[config.mk]
export PLATFORM = sky130hd
export DESIGN_NAME = gpio8_mask_port
export DESIGN_NICKNAME = d
export VERILOG_FILES = /design/src/rtl/gpio_pkg.sv /design/src/rtl/gpio_in_sync.sv /design/src/rtl/gpio_pull_arb.sv /design/src/rtl/gpio_cfg_regs.sv /design/src/rtl/gpio8_mask_port.sv
export SDC_FILE = /design/constraint.sdc
export NUM_CORES = 1
export LEC_CHECK = 0
export ABC_AREA = 1
export BUFFER_PORTS_ARGS = -buffer_cell sky130_fd_sc_hd__buf_2
export CAP_MARGIN = 20
export CORE_AREA = 2 2 119 121
export DETAILED_ROUTE_END_ITERATION = 10
export DIE_AREA = 0 0 121 123
export GPL_TIMING_DRIVEN = 0
export PLACE_DENSITY = 0.54
export SYNTH_ARGS = -nofsm -noshare
export SYNTH_HDL_FRONTEND = slang
export SYNTH_SLANG_ARGS = --single-unit
[constraint.sdc]
create_clock -name clk -period 3 [get_ports clk]
set_clock_uncertainty 0.2 [all_clocks]
set_input_delay 0 -clock clk [delete_from_list [all_inputs] [get_ports clk]]
set_output_delay 0 -clock clk [all_outputs]
set_load 0.02 [all_outputs]
[src/rtl/gpio_pkg.sv]
package gpio_pkg;
  localparam int PORT_PINS   = 8;
  localparam int BUS_ADDR_W  = 12;
  localparam int BUS_DATA_W  = 32;
  localparam logic [BUS_ADDR_W-1:0] OFS_DIR  = 12'h400;
  localparam logic [BUS_ADDR_W-1:0] OFS_ALT  = 12'h420;
  localparam logic [BUS_ADDR_W-1:0] OFS_PUP  = 12'h510;
  localparam logic [BUS_ADDR_W-1:0] OFS_PDN  = 12'h514;
  localparam logic [BUS_ADDR_W-1:0] OFS_DEN  = 12'h51C;

  typedef struct packed {
    logic data;
    logic dir;
    logic alt;
    logic den;
    logic pup;
    logic pdn;
  } reg_sel_t;
endpackage

[src/rtl/gpio_in_sync.sv]
module gpio_in_sync #(
  parameter int W = 8
) (
  input  logic         clk,
  input  logic         rst_n,
  input  logic [W-1:0] d_in,
  output logic [W-1:0] d_sync
);
  logic [W-1:0] stage1_q, stage2_q;

  always_ff @(posedge clk or negedge rst_n) begin
    if (!rst_n) begin
      stage1_q <= '0;
      stage2_q <= '0;
    end else begin
      stage1_q <= d_in;
      stage2_q <= stage1_q;
    end
  end

  assign d_sync = stage2_q;
endmodule

[src/rtl/gpio_pull_arb.sv]
module gpio_pull_arb #(
  parameter int W = 8
) (
  input  logic         clk,
  input  logic         rst_n,
  input  logic         wr_up,
  input  logic         wr_dn,
  input  logic [W-1:0] wval,
  output logic [W-1:0] up_q,
  output logic [W-1:0] dn_q
);
  logic [W-1:0] up_d, dn_d;
  logic         up_en, dn_en;

  always_comb begin
    up_d  = up_q;
    dn_d  = dn_q;
    up_en = 1'b0;
    dn_en = 1'b0;
    if (wr_up) begin
      up_d  = wval;
      dn_d  = dn_q & ~wval;
      up_en = 1'b1;
      dn_en = 1'b1;
    end else if (wr_dn) begin
      dn_d  = wval;
      up_d  = up_q & ~wval;
      up_en = 1'b1;
      dn_en = 1'b1;
    end
  end

  always_ff @(posedge clk or negedge rst_n) begin
    if (!rst_n) begin
      up_q <= '0;
      dn_q <= '0;
    end else begin
      if (up_en) up_q <= up_d;
      if (dn_en) dn_q <= dn_d;
    end
  end

  // a pull-up write leaves no pull-down bit where the written value had a 1
  assert_pup_clears_pdn_R7: assert property (@(posedge clk) disable iff (!rst_n)
    wr_up |=> ((dn_q & $past(wval)) == '0));
  // a pull-down write leaves no pull-up bit where the written value had a 1
  assert_pdn_clears_pup_R8: assert property (@(posedge clk) disable iff (!rst_n)
    (wr_dn && !wr_up) |=> ((up_q & $past(wval)) == '0));
  // the two pulls never overlap on a pin
  assert_pull_exclusive_R7: assert property (@(posedge clk) disable iff (!rst_n)
    (up_q & dn_q) == '0);
endmodule

[src/rtl/gpio_cfg_regs.sv]
module gpio_cfg_regs #(
  parameter int W = 8
) (
  input  logic         clk,
  input  logic         rst_n,
  input  logic         wr_data,
  input  logic [W-1:0] wr_mask,
  input  logic         wr_dir,
  input  logic         wr_alt,
  input  logic         wr_den,
  input  logic [W-1:0] wval,
  output logic [W-1:0] data_q,
  output logic [W-1:0] dir_q,
  output logic [W-1:0] alt_q,
  output logic [W-1:0] den_q
);
  logic [W-1:0] data_d;

  always_comb begin
    data_d = (data_q & ~wr_mask) | (wval & wr_mask);
  end

  always_ff @(posedge clk or negedge rst_n) begin
    if (!rst_n) begin
      data_q <= '0;
      dir_q  <= '0;
      alt_q  <= '0;
      den_q  <= '0;
    end else begin
      if (wr_data) data_q <= data_d;
      if (wr_dir)  dir_q  <= wval;
      if (wr_alt)  alt_q  <= wval;
      if (wr_den)  den_q  <= wval;
    end
  end

  // pins outside the write mask keep their latch value
  assert_unmasked_hold_R2: assert property (@(posedge clk) disable iff (!rst_n)
    wr_data |=> (((data_q ^ $past(data_q)) & ~$past(wr_mask)) == '0));
  // without a data write the latch does not move
  assert_latch_idle_R11: assert property (@(posedge clk) disable iff (!rst_n)
    !wr_data |=> $stable(data_q));
endmodule

[src/rtl/gpio8_mask_port.sv]
module gpio8_mask_port
  import gpio_pkg::*;
#(
  parameter int PINS   = PORT_PINS,
  parameter int ADDR_W = BUS_ADDR_W,
  parameter int DATA_W = BUS_DATA_W
) (
  input  logic              clk,
  input  logic              rst_n,
  input  logic [ADDR_W-1:0] bus_addr,
  input  logic [DATA_W-1:0] bus_wdata,
  input  logic              bus_we,
  input  logic              bus_re,
  output logic [DATA_W-1:0] bus_rdata,
  input  logic [PINS-1:0]   pin_in,
  output logic [PINS-1:0]   pin_out,
  output logic [PINS-1:0]   pin_oe,
  output logic [PINS-1:0]   pin_pu,
  output logic [PINS-1:0]   pin_pd
);
  localparam int MASK_LO = 2;
  localparam int MASK_HI = MASK_LO + PINS - 1;
  localparam int WIN_LSB = 10;
  localparam int PAD_W   = DATA_W - PINS;

  // reset: asserted asynchronously, released on the clock
  logic rst_s1_q, rst_s2_q;
  always_ff @(posedge clk or negedge rst_n) begin
    if (!rst_n) begin
      rst_s1_q <= 1'b0;
      rst_s2_q <= 1'b0;
    end else begin
      rst_s1_q <= 1'b1;
      rst_s2_q <= rst_s1_q;
    end
  end
  logic srst_n;
  assign srst_n = rst_s2_q;

  // decode
  reg_sel_t         sel;
  logic [PINS-1:0]  acc_mask;
  logic [PINS-1:0]  wval;

  always_comb begin
    sel.data = (bus_addr[ADDR_W-1:WIN_LSB] == '0);
    sel.dir  = (bus_addr[ADDR_W-1:2] == OFS_DIR[ADDR_W-1:2]);
    sel.alt  = (bus_addr[ADDR_W-1:2] == OFS_ALT[ADDR_W-1:2]);
    sel.den  = (bus_addr[ADDR_W-1:2] == OFS_DEN[ADDR_W-1:2]);
    sel.pup  = (bus_addr[ADDR_W-1:2] == OFS_PUP[ADDR_W-1:2]);
    sel.pdn  = (bus_addr[ADDR_W-1:2] == OFS_PDN[ADDR_W-1:2]);
  end

  assign acc_mask = bus_addr[MASK_HI:MASK_LO];
  assign wval     = bus_wdata[PINS-1:0];

  logic unused_bits;
  assign unused_bits = ^{bus_addr[1:0], bus_wdata[DATA_W-1:PINS]};

  logic [PINS-1:0] data_q, dir_q, alt_q, den_q, pu_q, pd_q, in_sync;

  gpio_cfg_regs #(.W(PINS)) u_cfg (
    .clk     (clk),
    .rst_n   (srst_n),
    .wr_data (bus_we & sel.data),
    .wr_mask (acc_mask),
    .wr_dir  (bus_we & sel.dir),
    .wr_alt  (bus_we & sel.alt),
    .wr_den  (bus_we & sel.den),
    .wval    (wval),
    .data_q  (data_q),
    .dir_q   (dir_q),
    .alt_q   (alt_q),
    .den_q   (den_q)
  );

  gpio_pull_arb #(.W(PINS)) u_pull (
    .clk   (clk),
    .rst_n (srst_n),
    .wr_up (bus_we & sel.pup),
    .wr_dn (bus_we & sel.pdn),
    .wval  (wval),
    .up_q  (pu_q),
    .dn_q  (pd_q)
  );

  gpio_in_sync #(.W(PINS)) u_sync (
    .clk    (clk),
    .rst_n  (srst_n),
    .d_in   (pin_in),
    .d_sync (in_sync)
  );

  // per-pin data-window read value
  logic [PINS-1:0] win_val;
  for (genvar i = 0; i < PINS; i++) begin : g_pin
    always_comb begin
      if (!den_q[i] || !acc_mask[i]) win_val[i] = 1'b0;
      else if (dir_q[i])             win_val[i] = data_q[i];
      else                           win_val[i] = in_sync[i];
    end
  end

  logic [PINS-1:0] rd_low;
  always_comb begin
    rd_low = '0;
    unique case (1'b1)
      sel.data: rd_low = win_val;
      sel.dir:  rd_low = dir_q;
      sel.alt:  rd_low = alt_q;
      sel.den:  rd_low = den_q;
      sel.pup:  rd_low = pu_q;
      sel.pdn:  rd_low = pd_q;
      default:  rd_low = '0;
    endcase
  end

  assign bus_rdata = bus_re ? {{PAD_W{1'b0}}, rd_low} : '0;
  assign pin_out   = data_q;
  assign pin_oe    = dir_q & den_q & ~alt_q;
  assign pin_pu    = pu_q;
  assign pin_pd    = pd_q;

  // upper read bits always zero
  assert_rdata_upper_zero_R9: assert property (@(posedge clk) disable iff (!srst_n)
    bus_rdata[DATA_W-1:PINS] == '0);
  // disabled pins read zero through the data window
  assert_den_read_zero_R6: assert property (@(posedge clk) disable iff (!srst_n)
    (bus_re && sel.data) |-> ((bus_rdata[PINS-1:0] & ~den_q) == '0));
  // unmasked pins read zero
  assert_read_mask_R3: assert property (@(posedge clk) disable iff (!srst_n)
    (bus_re && sel.data) |-> ((bus_rdata[PINS-1:0] & ~acc_mask) == '0));
  // a driving pin is an output, digitally enabled and not handed to an alternate function
  assert_oe_gated_R4: assert property (@(posedge clk) disable iff (!srst_n)
    ((pin_oe & ~(dir_q & den_q)) == '0) && ((pin_oe & alt_q) == '0));
endmodule

==> run_results.csv <==
group,metric,value,unit
final_layout,drive_above_1_share,25.0,%
yosys,ys_ff_latch,66,
cts,clk_path_buf_depth,2,
worst_setup_path,cp.required,2.80,ns
sta,clock.fmax,0.436,GHz
sta,setup_violations,0,
worst_setup_path,worstSetupStartpointType,"primary input",
yosys,synth_top_area_cell,"dfrtp_1",
cts,clock_latency,0.33,ns
pwr,ir_worst_vdd,0.251,mV
yosys,ys_types,26,
sta,slew_headroom,43.6,%
cts,cts_tree,"built",
floorplan,coreArea,13600,sq um
global_routing,grt_pass1_wl,15.9,mm
worst_setup_path,crit_fanout,10,
yosys,ys_top_cells_by_area,"dfrtp_1 49%, nand2_1 11%, nand3_1 8.6%",
route,drt_wl_total,9.79,mm
flow_run,drv_cap,0,
yosys,ys_seq_area_share,49.2,%
yosys,synth_top_area_share,49.2,%
yosys,postSynthAreaPerCell,8.40,sq um
final_layout,diodes,0,
final_layout,nFillCells,1462,
hold_path,hold_path_class,"in -> reg",
route,drt_iter0_markers,222,
sta,finalSetupTns,0,ns
floorplan,die_y,123,um
global_routing,grt_max_degree,65,
sta,post-route-period-util,76.4,%
cts,cts.clk_slew.worst_paths,0.05,ns
final_layout,postLayoutCoreUtil,34.5,%
final_layout,area_growth,39.8,%
sta,tightest_slew,0.847,ns
pwr,p_per_area,490,nW/um^2
cts,htree_levels,3,
final_layout,multi_input_area,1430,sq um
worst_setup_path,crit_arrival,2.09,ns
cts,cts_root_buffer,"clkbuf_16",
yosys,synth_flop_cell,"dfrtp_1",
yosys,async_flop_share,100,%
floorplan,row_count,43,
global_routing,grt_overflow_total,0,
final_layout,regArea,1660,sq um
floorplan,ioPinCount,120,
yosys,synthTopCellsByCount,"100 x nand2_1, 66 x dfrtp_1, 58 x nand3_1",
floorplan,die_w,121,um
sta,hold_viol_final,0,
worst_setup_path,cp-end-kind,"primary output",
route,drcViolationCount,0,
global_routing,antenna_found_initial,0,
final_layout,final_net_count,596,
placed_design,place_hpwl,7.52,mm
yosys,postSynthCellCount,400,
yosys,yosys_warnings,0,
cts,numClockSinks,66,
floorplan,die-area,14900,sq um
floorplan,initial_core_util,24.7,%
yosys,yosysMostFrequentCell,"nand2_1",
route,viasPerCell,4.26,
route,wire_per_inst,13.5,um
cts,ctsResizeCount,0,
route,detail_route.first_pass.iterations,4,
sta,finalMaxSlewViolations,0,
sta,rsz0062_at_grt,"no",
placed_design,portBuffers,69,
yosys,synth_enable_flop_cells,0,
cts,cts_buffers,9,
route,antenna_left,0,
sta,finalCriticalPeriod,2.29,ns
placed_design,gp_congestion,0.830,
worst_setup_path,path_class,"in -> out",
route,vias,3087,
outcome,outcome,"finished clean",
pwr,p_leak,2.44,nW
global_routing,grt_util_all_layers,14.1,%
global_routing,first_global_vias,3034,
yosys,netlist_area,3360,sq um
## path summary, 6_finish.rpt
path / cells past startpoint / start / to / slack (ns)
min: 2 / pin_in[6] / u_sync.stage1_q[6] / 0.11
min in group asynchronous: 0 / rst_s2_q / asynchronous set/reset pin / 0.24
max reg2reg: 3 / u_cfg.den_q[3] / u_cfg.den_q[3] / 1.53
max in group asynchronous: 0 / rst_s2_q / asynchronous set/reset pin / 1.80
min reg2reg: 0 / u_sync.stage1_q[6] / u_sync.d_sync[6] / 0.14
max: 12 / bus_addr[6] / bus_rdata[4] / 0.71
## metrics by stage
step | area [sq um] | power [W] | instances | setup slack (ns) | hold WS (ns)
final | 4690 | 0.00230 | 724 | 0.709 | 0.108
after global routing | 4690 | 0.00241 | 724 | 0.564 | 0.0941
after CTS | 4690 | 0.00232 | 724 | 0.666 | 0.0969
after detailed placement | 4020 | 0.00121 | 672 | 1.24 | -0.412
after global placement | 4020 | 0.00121 | 672 | 0.00271 | -0.415
after floorplan | 3440 | 0.00112 | 423 | 0.826 | -0.496
## where the power goes
part | switching (W) | internal, W | leakage, nW
combinational | 0.000150 | 0.000102 | 1.42
sequential | 0.0000423 | 0.000932 | 0.862
clock | 0.000368 | 0.000705 | 0.152
## worst max-delay path, stage by stage
cell and delay (ns):
dlygate4sd3_1 0.54, buf_2 0.14, nor2_1 0.15, nand2_1 0.09, inv_1 0.12, buf_4 0.24
buf_4 0.21, nand3_1 0.11, nand3_1 0.11, nor2_1 0.04, nor2_1 0.14, buf_2 0.19
## final cells by class
class,instances,share of cell area [%]
repair buffers,106,15.2
well taps,180,4.80
inverters,37,3.09
clock inverters,2,0.746
multi-input cells,292,30.5
clock buffers,13,5.76
flip-flops and latches,66,35.3
plain buffers,28,4.64
## placed cells by master, fill, tap and decap left out, types with 9 or more instances in the layout
| master | n |
|---|---|
| conb_1 | 25 |
| inv_1 | 32 |
| nor2_1 | 37 |
| buf_4 | 26 |
| o21ai_0 | 15 |
| nand2_1 | 100 |
| nand3_1 | 58 |
| clkbuf_16 | 9 |
| buf_2 | 69 |
| dlygate4sd3_1 | 37 |
| dfrtp_1 | 65 |
| o21ai_1 | 20 |
## routing by layer
metal / routed length [um] / part of all wire, % / track usage (%)
met5: 0 / 0 / 0
met4: 87 / 0.89 / 3.27
met3: 706 / 7.2 / 3.92
met2: 4620 / 47 / 23.3
met1: 4380 / 45 / 18.3
## what timing repair did
item / CTS / global route
buffers inserted: 0 / 0
hold buffers: 37 / 0
hold endpoints to repair: 58 / 0
## logic make-up (layout without fill, tap and decap cells)
logic type | after synthesis | after routing | synth area share (%)
simple gates | 220 | 220 | 32.3
buf+inv | 65 | 186 | 10.8
compound gates | 47 | 47 | 7.45
other cells | 2 | 25 | 0.224
flops | 66 | 66 | 49.2
(Power assumes the default switching activity.)
